[src/rtl/prbs_rx_pkg.sv]
package prbs_rx_pkg;
  typedef enum logic [1:0] {
    ST_LOAD = 2'd0,
    ST_QUAL = 2'd1,
    ST_LOCK = 2'd2
  } sync_st_t;
endpackage

[src/rtl/prbs_rx_syncfsm.sv]
module prbs_rx_syncfsm
  import prbs_rx_pkg::*;
#(
  parameter int MAX_ORDER = 32,
  parameter int QUAL_BITS = 50,
  localparam int ORD_W = $clog2(MAX_ORDER + 1),
  localparam int HC_W  = $clog2(MAX_ORDER + QUAL_BITS + 1)
) (
  input  logic             clk,
  input  logic             rst,
  input  logic             rx_en,
  input  logic             rx_bit,
  input  logic [ORD_W-1:0] order_n,
  input  logic             pred,
  input  logic             resync_pulse,
  input  logic             los_clear,
  input  logic             dense,
  output logic             shift_en,
  output logic             shift_val,
  output logic             win_step,
  output logic             win_clr,
  output logic             err_hit,
  output logic             in_sync,
  output logic             los_sticky
);
  sync_st_t        st_q;
  logic [HC_W-1:0] hc_q;
  logic            mism;
  logic            loss;

  always_comb begin
    mism      = rx_bit ^ pred;
    shift_en  = rx_en && !resync_pulse;
    shift_val = (st_q == ST_LOCK) ? pred : rx_bit;
    win_step  = shift_en && (st_q == ST_LOCK);
    err_hit   = win_step && mism;
    loss      = win_step && dense;
    win_clr   = resync_pulse || loss;
  end

  always_ff @(posedge clk) begin
    if (rst) begin
      st_q       <= ST_LOAD;
      hc_q       <= '0;
      in_sync    <= 1'b0;
      los_sticky <= 1'b0;
    end else begin
      if (los_clear) los_sticky <= 1'b0;
      if (resync_pulse) begin
        st_q    <= ST_LOAD;
        hc_q    <= '0;
        in_sync <= 1'b0;
      end else if (rx_en) begin
        unique case (st_q)
          ST_LOAD: begin
            if (32'(hc_q) + 32'd1 >= 32'(order_n)) begin
              st_q <= ST_QUAL;
              hc_q <= '0;
            end else begin
              hc_q <= hc_q + HC_W'(1);
            end
          end
          ST_QUAL: begin
            if (mism) begin
              st_q <= ST_LOAD;
              hc_q <= '0;
            end else if (32'(hc_q) == QUAL_BITS - 1) begin
              st_q    <= ST_LOCK;
              hc_q    <= '0;
              in_sync <= 1'b1;
            end else begin
              hc_q <= hc_q + HC_W'(1);
            end
          end
          ST_LOCK: begin
            if (dense) begin
              st_q       <= ST_LOAD;
              hc_q       <= '0;
              in_sync    <= 1'b0;
              los_sticky <= 1'b1;
            end
          end
          default: begin
            st_q <= ST_LOAD;
            hc_q <= '0;
          end
        endcase
      end
    end
  end

  // resync edge ends any lock
  assert_resync_drop_R7: assert property (@(posedge clk) disable iff (rst)
    resync_pulse |=> !in_sync);
  // loss flag persists until cleared
  assert_sticky_hold_R6: assert property (@(posedge clk) disable iff (rst)
    (los_sticky && !los_clear) |=> los_sticky);
  // lock only ever follows qualification
  assert_lock_path_R3: assert property (@(posedge clk) disable iff (rst)
    $rose(in_sync) |-> $past(st_q == ST_QUAL));
  // lock state frozen on idle edges
  assert_state_idle_R1: assert property (@(posedge clk) disable iff (rst)
    (!rx_en && !resync_pulse) |=> $stable(in_sync));
endmodule

[config.mk]
export PLATFORM = sky130hd
export DESIGN_NAME = prbs_rx_syncfsm
export DESIGN_NICKNAME = d
export VERILOG_FILES = /design/src/rtl/prbs_rx_pkg.sv /design/src/rtl/prbs_rx_syncfsm.sv
export SDC_FILE = /design/constraint.sdc
export NUM_CORES = 1
export LEC_CHECK = 0
export ABC_AREA = 1
export BUFFER_PORTS_ARGS = -buffer_cell sky130_fd_sc_hd__buf_2
export CORE_MARGIN = 2
export CORE_UTILIZATION = 55
export CTS_CLUSTER_SIZE = 14
export DETAILED_ROUTE_END_ITERATION = 10
export PLACE_DENSITY = 0.82
export SLEW_MARGIN = 10
export SYNTH_ARGS = -nofsm -noshare
export SYNTH_HDL_FRONTEND = slang
export SYNTH_SLANG_ARGS = --single-unit
[constraint.sdc]
create_clock -name clk -period 3 [get_ports clk]
set_input_delay 0.15 -clock clk [delete_from_list [all_inputs] [get_ports clk]]
set_output_delay 0.15 -clock clk [all_outputs]
set_load 0.02 [all_outputs]
==> results of run 1 <==
-- stage by stage --
| step | total power, mW | instance area [sq um] | instances |
|---|---|---|---|
| finish | 0.301 | 977 | 169 |
| global route | 0.319 | 977 | 169 |
| CTS | 0.304 | 977 | 169 |
| detailed placement | 0.202 | 951 | 165 |
| global placement | 0.200 | 951 | 165 |
| floorplan | 0.183 | 831 | 129 |
-- power by group --
| group | internal (mW) | switching [mW] | total, mW |
|---|---|---|---|
| Combinational | 0.0190 | 0.0306 | 0.0496 |
| Sequential | 0.148 | 0.00197 | 0.149 |
| Clock | 0.0516 | 0.0507 | 0.102 |
| Total | 0.218 | 0.0832 | 0.301 |
-- path summary, 6_finish.rpt --
check	start	endpoint
hold reg to reg	los_sticky$_SDFF_PP0_	los_sticky$_SDFF_PP0_
hold / removal	rst	los_sticky$_SDFF_PP0_
setup / recovery	hc_q[0]$_SDFFE_PP0P_	hc_q[5]$_SDFFE_PP0P_
setup reg to reg	hc_q[0]$_SDFFE_PP0P_	hc_q[5]$_SDFFE_PP0P_
-- state kept, by name, summed over array words and instances, names as in the netlist --
register / flops
in_sync: 1
st_q: 2
los_sticky: 1
hc_q: 7
-- cell families (layout without fill, tap and decap cells) --
| kind of cell | after synthesis | in the layout | share of synthesized area |
|---|---|---|---|
| adders and majority gates | 8 | 8 | 0.120 |
| AOI/OAI and AO/OA | 15 | 15 | 0.104 |
| buffers and inverters | 28 | 52 | 0.127 |
| xor gates and xnor gates | 4 | 4 | 0.0422 |
| and+or+nand+nor | 63 | 63 | 0.342 |
| DFF | 11 | 11 | 0.265 |
-- per-layer routing --
layer	GRT usage	up-vias	share of wire
met5	0	-	0
met4	0.0563	0	0.010
met3	0.0766	4	0.058
met2	0.373	21	0.47
met1	0.289	399	0.46
li1	-	457	-
-- area by class of cell --
type                       instances  area [sq um]
timing repair buffer              20           100
sequential                        11           220
fill                             136           477
inverter                          28           105
multi-input combinational         90           505
clock buffer                       4          26.3
tap                               16          20.0
-- worst register-to-register path: stages (launching register included) --
cell     delay [ns]
dfxtp_1        0.42
nand3_1        0.16
nor3_1         0.22
nor2_1         0.10
ha_1           0.29
a211o_2        0.34
nor2_2         0.09
nand2_2        0.08
nand2_2        0.11
nand3_1        0.09
a21oi_1        0.14
-- Yosys cell counts --
| library cell | count |
|---|---|
| nand3_2 | 1 |
| nor2_4 | 1 |
| ha_1 | 8 |
| a221oi_1 | 1 |
| nor2_2 | 1 |
| or2_1 | 1 |
| a211o_2 | 1 |
| nor2_1 | 12 |
| xor2_1 | 3 |
| nor3_1 | 3 |
| inv_2 | 2 |
| xnor2_1 | 1 |
| nand3_1 | 8 |
| nand2_2 | 2 |
| nand2_1 | 30 |
| inv_1 | 26 |
| o21bai_1 | 1 |
| a21oi_1 | 10 |
| o21ai_0 | 2 |
| nor4_1 | 2 |
| dfxtp_1 | 11 |
| nand4_1 | 2 |
==> out/qor.csv, run 1 <==
metric,value,unit
crit_type,reg2reg,
antenna_left,0,
crit_chain,nand3_1 -> nor3_1 -> nor2_1 -> ha_1 -> a211o_2 -> nor2_2 -> nand2_2 -> nand2_2 -> nand3_1 -> a21oi_1,
max_freq,472,MHz
n_antenna_cell,0,
synthCells,129,
path_max_fanout,6,
nNetsFinal,176,
clock_latency,0.27,ns
yosysWarningCount,0,
synth_seq_cells,11,
crit_arrival,2.33,ns
yosysTopAreaCellShare,0.265,
vias,881,
grt_overflow,0,
first_pass_iters,4,
peakVddDrop,0.223,mV
post_drt_wl_per_cell,10.7,um
period_needed,2.12,ns
start_kind,flop,
slew_headroom,0.693,
rsz0062_at_grt,no,
place_ws,0.925,ns
die_y,42.9,um
syn_nets,151,
crit_path_top_delay_cell,dfxtp_1,
die_area,0.00184,sq mm
area_growth,17.6,%
p_leak,0.530,nW
io_pins,21,
cts_tree,done,
htreeDepth,1,
final.period_utilization,0.706,
cp.required,3.21,ns
worstRegToRegCells,10,
drive_gt1_frac,0.203,
synth_cell_type_count,22,
power_density,308,mW/mm^2
clkSlewWorstSetupHoldPaths,0.07,ns
yosys-top-cells-area,"dfxtp_1, nand2_1, ha_1",
syn_avg_cell_area,6.44,sq um
synth_area,831,sq um
critical_path_buf_inv_count,0,
antenna_found_initial,0,
hold_ws,0.0349,ns
hold_path_depth,2,
final.setup.tns,0,ns
hold_class,in2reg,
rows,14,
cts_hold_buf,0,
clock_skew,0.00704,ns
start_util,0.571,
setup_viol,0,
fin_util,0.672,
synth_seq_area_share,0.265,
cts_buffers,3,
remaining_drc_errors,0,
coreArea,0.00145,sq mm
port_buffers,20,
die_x,42.9,um
fin_ws,0.883,ns
grt_use_total,0.229,
worst_pin_slew,0.457,ns
maxCapViolCount,0,
final_cell_mix,"nand2_1, inv_1, buf_2",
grt_pass1_wl,3.17,mm
via_per_inst,5.21,
drt_iter0_drc,27,
crit_family,simple AND/OR/NAND/NOR gates,
dp_hpwl,1.44,mm
ff2ff_setup_slack,0.88,ns
post-cts-setup-buffers,0,
clock_sinks,11,
grt_pass1_vias,746,
slew_viol_final,0,
yosys.area.top_type,dfxtp_1,
critical-path-max-stage-delay,0.42,ns
cts_resized,0,
layout_commonest_cell,nand2_1,
root_buffer,clkbuf_4,
routed_wl,1.80,mm
grt_max_degree,10,
routabilityCongestion,0.846,
clk_path_buf_depth,2,
cp-end-kind,flop,
outcome,completed,
worstSetupPathDepth,10,
hold_viol,0,
No activity file was read; power rests on OpenSTA's default activity.
==> inputs of run 2 (changes only) <==
--- a/config.mk
+++ b/config.mk
@@ -8,10 +8,10 @@
 export ABC_AREA = 1
 export BUFFER_PORTS_ARGS = -buffer_cell sky130_fd_sc_hd__buf_2
 export CORE_MARGIN = 2
-export CORE_UTILIZATION = 55
+export CORE_UTILIZATION = 46
 export CTS_CLUSTER_SIZE = 14
 export DETAILED_ROUTE_END_ITERATION = 10
-export PLACE_DENSITY = 0.82
+export PLACE_DENSITY = 0.73
 export SLEW_MARGIN = 10
 export SYNTH_ARGS = -nofsm -noshare
 export SYNTH_HDL_FRONTEND = slang
==> constraint.sdc (replaced) <==
create_clock -name clk -period 1.75 [get_ports clk]
set_input_delay 0.0875 -clock clk [delete_from_list [all_inputs] [get_ports clk]]
set_output_delay 0.0875 -clock clk [all_outputs]
set_load 0.02 [all_outputs]
==> run 2 against run 1 <==
Compared with the run above:
- the run now ends with setup timing left
- total power up 85%
- worst setup slack worse by 1.1 ns
- count of clock-buffer cells in the layout unchanged
- first-iteration DRC count down 7.4%
- sequential power grew 71%
- clock power increased by 85%
- non-clock buffer count up 16
- wire length is 33% higher
- maximum frequency up 6.5%
- global-route usage decreased by 0.61 points
==> out/qor.csv, run 2 (synthesis results as in run 1) <==
metric,value,unit
outcome,"complete, but fails checks",
violations,setup timing,
die_area,0.00216,sq mm
rows,15,
critPathLaunch,hc_q[1]$_SDFFE_PP0P_,
htreeDepth,1,
area_growth,57.8,%
routabilityCongestion,0.858,
top_regs,"hc_q x7, st_q x2",
grt_overflow,0,
stdcell_area,0.00131,sq mm
crit_family,simple AND/OR/NAND/NOR gates,
final.setup.tns,-1.60,ns
root_buffer,clkbuf_4,
clk_path_buf_depth,2,
rsz0062_at_grt,yes,
period_needed,1.99,ns
final.period_utilization,1.14,
first_pass_iters,4,
clock_latency,0.29,ns
cts_tree,done,
critical_path_buf_inv_count,0,
cts_buffers,3,
clock_skew,0.00463,ns
reg2reg_from,hc_q[1]$_SDFFE_PP0P_,
critical-path-max-stage-delay,0.39,ns
worstHoldStart,los_clear,
via_per_inst,4.95,
hold_class,in2reg,
post_drt_wl_per_cell,12.3,um
p_leak,0.644,nW
crit_arrival,2.20,ns
maxCapViolCount,0,
place_ws,-0.210,ns
worst_pin_slew,0.429,ns
nNetsFinal,192,
port_buffers,20,
drive_gt1_frac,0.456,
path_max_fanout,6,
start_util,0.486,
grt_use_total,0.223,
coreArea,0.00171,sq mm
regMostFlops,hc_q,
crit_type,reg2reg,
grt_max_degree,10,
cp-end-kind,flop,
cp.required,1.96,ns
io_pins,21,
fin_ws,-0.237,ns
routed_wl,2.39,mm
slew_headroom,0.713,
largest_register_ffs,7,
grt_pass1_vias,848,
clock_sinks,11,
slew_viol_final,0,
start_kind,flop,
dp_hpwl,1.60,mm
power_density,426,mW/mm^2
n_antenna_cell,0,
remaining_drc_errors,0,
clkSlewWorstSetupHoldPaths,0.08,ns
final_cell_mix,"nand2_1, inv_1, buf_2",
die_y,46.5,um
antenna_found_initial,0,
drt_iter0_drc,25,
antenna_left,0,
setup_viol,8,
grt_pass1_wl,3.29,mm
crit_path_top_delay_cell,dfxtp_4,
peakVddDrop,0.434,mV
placed_area,0.00108,sq mm
max_freq,503,MHz
die_x,46.5,um
vias,960,
layout_commonest_cell,nand2_1,
crit_chain,nand3_4 -> nor2_4 -> a21oi_2 -> nor2_1 -> ha_1 -> a211o_2 -> nor2_4 -> nand2_4 -> nand2_4 -> nand3_2 -> a21oi_2,
hold_viol,0,
## run 2: cell types whose count changed in the layout (fill, tap and decap cells not counted), moves of 3 or more
cell,before,now
ha_4,0,4
nand3_2,1,6
nand2_1,30,27
ha_1,8,4
dfxtp_2,0,3
buf_4,0,13
a21oi_1,10,4
a21oi_2,0,6
nand3_1,8,1
dfxtp_1,11,6
## run 2: path summary, 6_finish.rpt
check                                        endpoint  slack [ns]  cells past startpoint
worst max-delay path             hc_q[2]$_SDFFE_PP0P_       -0.24                     11
worst min-delay path            los_sticky$_SDFF_PP0_        0.04                      4
worst max register to register   hc_q[2]$_SDFFE_PP0P_       -0.24                     11
worst min register to register  los_sticky$_SDFF_PP0_        0.46                      2
## run 2: area by class of cell
cell class,instances,area [sq um]
Multi-Input combinational cell,90,687
Fill cell,134,397
Sequential cell,11,231
Timing Repair Buffer,36,230
Inverter,28,105
Tap cell,25,31.3
Clock buffer,4,26.3
## run 2: through the flow
stage | std cells | power, mW | hold WS, ns | utilization
floorplan | 129 | 0.317 | 0.157 | -
global placement | 186 | 0.350 | 0.261 | 0.632
detailed placement | 186 | 0.353 | 0.269 | 0.632
CTS | 193 | 0.539 | 0.0374 | 0.665
global route | 194 | 0.583 | 0.0662 | 0.768
finish | 194 | 0.558 | 0.0362 | 0.768
## run 2: timing repair
action	CTS	global route
endpoints found under the hold margin	1	0
cloned	0	0
endpoints found under the setup margin	8	9
hold buffers	1	0
resized for setup	2	32
pin swaps	4	20
buffers inserted	2	2
## run 2: metal layers
layer  GRT usage  routed length [um]  vias up
met4       0.183                  71        0
li1            -                   -      485
met3      0.0627                 102        9
met5           0                   0        -
met1       0.249                 960      440
met2       0.347                1250       26
## run 2: worst min-delay path: cells and delay by family
| family | cells | cell delay, ns |
|---|---|---|
| compound gates | 1 | 0.05 |
| buf+inv | 2 | 0.11 |
| simple gates | 1 | 0.04 |
## run 2: where the power goes
| part | total, mW | internal, mW | switching (mW) |
|---|---|---|---|
| clock | 0.189 | 0.0888 | 0.101 |
| sequential | 0.255 | 0.251 | 0.00467 |
| combinational | 0.113 | 0.0468 | 0.0662 |
==> inputs of run 3 (changes only) <==
--- a/config.mk
+++ b/config.mk
@@ -7,6 +7,7 @@
 export LEC_CHECK = 0
 export ABC_AREA = 1
 export BUFFER_PORTS_ARGS = -buffer_cell sky130_fd_sc_hd__buf_2
+export CORE_ASPECT_RATIO = 0.9
 export CORE_MARGIN = 2
 export CORE_UTILIZATION = 46
 export CTS_CLUSTER_SIZE = 14
==> run 3 against run 2 <==
Compared with the run above:
- the run still ends with setup timing left
- global-route usage shrank 0.14 points
- wire length is 5.5% lower
- total power down 4.6%
- die area is essentially flat
- worst setup slack better by 0.038 ns
- non-clock buffer count unchanged
- first-iteration DRC count unchanged
- sequential cell count stayed put
- critical path depth stayed put
- critical endpoint is now hc_q[4]$_SDFFE_PP0P_
==> out/qor.csv, run 3 (synthesis results as in run 1) <==
metric,value,unit
multi_input_area,571,sq um
clkSlewWorstSetupHoldPaths,0.08,ns
dp_hpwl,1.52,mm
routed_wl,2.26,mm
die_y,44.3,um
worst_pin_slew,0.390,ns
grt_use_total,0.222,
period_needed,1.95,ns
outcome,"complete, but fails checks",
final.period_utilization,1.11,
post_drt_wl_per_cell,11.7,um
grt_max_degree,10,
cts_buffers,3,
cp-end-kind,flop,
n_antenna_cell,0,
rsz0062_at_grt,yes,
maxCapViolCount,0,
root_buffer,clkbuf_4,
vias,946,
remaining_drc_errors,0,
nNetsFinal,192,
seq_area,234,sq um
cts_tree,done,
coreArea,0.00168,sq mm
violations,setup timing,
htreeDepth,1,
setup_viol,8,
start_util,0.494,
peakVddDrop,0.428,mV
crit_arrival,2.15,ns
antenna_left,0,
clock_skew,0.0106,ns
crit_type,reg2reg,
regMostFlops,hc_q,
clock_latency,0.28,ns
final_cell_mix,"nand2_1, inv_1, buf_2",
routabilityCongestion,0.785,
clock_sinks,11,
max_freq,513,MHz
p_leak,0.632,nW
die_x,48.8,um
die_area,0.00216,sq mm
rows,14,
start_kind,flop,
via_per_inst,4.90,
fin_ws,-0.199,ns
io_pins,21,
slew_headroom,0.738,
path_max_fanout,6,
hold_ws,0.0615,ns
layout_commonest_cell,nand2_1,
grt_pass1_vias,871,
cp.required,1.95,ns
dp.cells,185,
clk_path_buf_depth,2,
largest_register_ffs,7,
antenna_found_initial,0,
hold_viol,0,
grt_pass1_wl,3.62,mm
fin_cells,193,
slew_viol_final,0,
drt_iter0_drc,25,
power_density,448,mW/mm^2
fillCellCount,155,
port_buffers,20,
drive_gt1_frac,0.379,
grt_overflow,0,
first_pass_iters,4,
area_growth,43.1,%
top_regs,"hc_q x7, st_q x2",
hold_class,in2reg,
run 3: worst paths after layout:
path,start,to,slack [ns],cells after the start
max reg2reg,hc_q[0]$_SDFFE_PP0P_,hc_q[4]$_SDFFE_PP0P_,-0.20,11
max,hc_q[0]$_SDFFE_PP0P_,hc_q[4]$_SDFFE_PP0P_,-0.20,11
min,los_clear,los_sticky$_SDFF_PP0_,0.06,4
min reg2reg,los_sticky$_SDFF_PP0_,los_sticky$_SDFF_PP0_,0.46,2
run 3: metal layers:
| layer | up-vias | track usage | part of all wire |
|---|---|---|---|
| met4 | 0 | 0.0571 | 0.0084 |
| met1 | 431 | 0.267 | 0.45 |
| met5 | - | 0 | 0 |
| met3 | 4 | 0.0608 | 0.054 |
| met2 | 23 | 0.397 | 0.48 |
| li1 | 488 | - | - |
run 3: critical path: stages, from the launching register on:
cell     delay (ns)
dfxtp_4        0.38
nand3_4        0.11
nor2_4         0.11
a21oi_2        0.07
nor2_2         0.12
ha_1           0.26
a211o_2        0.34
nor2_2         0.09
nand2_2        0.09
nand2_4        0.10
nand3_1        0.09
a21oi_1        0.14
run 3: area by class of cell:
type                    count  area share
clock buffers               4      0.0221
inverters                  28      0.0884
multi-input cells          90       0.480
flip-flops and latches     11       0.197
well taps                  24      0.0253
repair buffers             36       0.187
run 3: where the power goes:
part           leakage, nW  switching [mW]  internal (mW)
registers           0.0922         0.00404          0.249
clock network       0.0150          0.0921         0.0883
logic                0.525          0.0589         0.0394
total                0.632           0.155          0.377
run 3: what timing repair did:
item | CTS | global route
pin swaps | 3 | 4
resized for setup | 4 | 12
endpoints found under the hold margin | 1 | 0
setup buffers | 2 | 1
hold buffers | 1 | 0
setup endpoints to repair | 8 | 9
run 3: stage by stage:
step | util | setup TNS [ns] | setup WS (ns) | total power [mW] | cell area [sq um]
2_1_floorplan | - | -0.273 | -0.0417 | 0.317 | 858
5_1_grt | 0.707 | -2.37 | -0.317 | 0.562 | 1190
3_3_place_gp | 0.641 | -1.09 | -0.156 | 0.350 | 1080
6_report | 0.707 | -1.35 | -0.199 | 0.532 | 1190
4_1_cts | 0.681 | -1.60 | -0.226 | 0.537 | 1140
3_5_place_dp | 0.641 | -1.58 | -0.234 | 0.353 | 1080
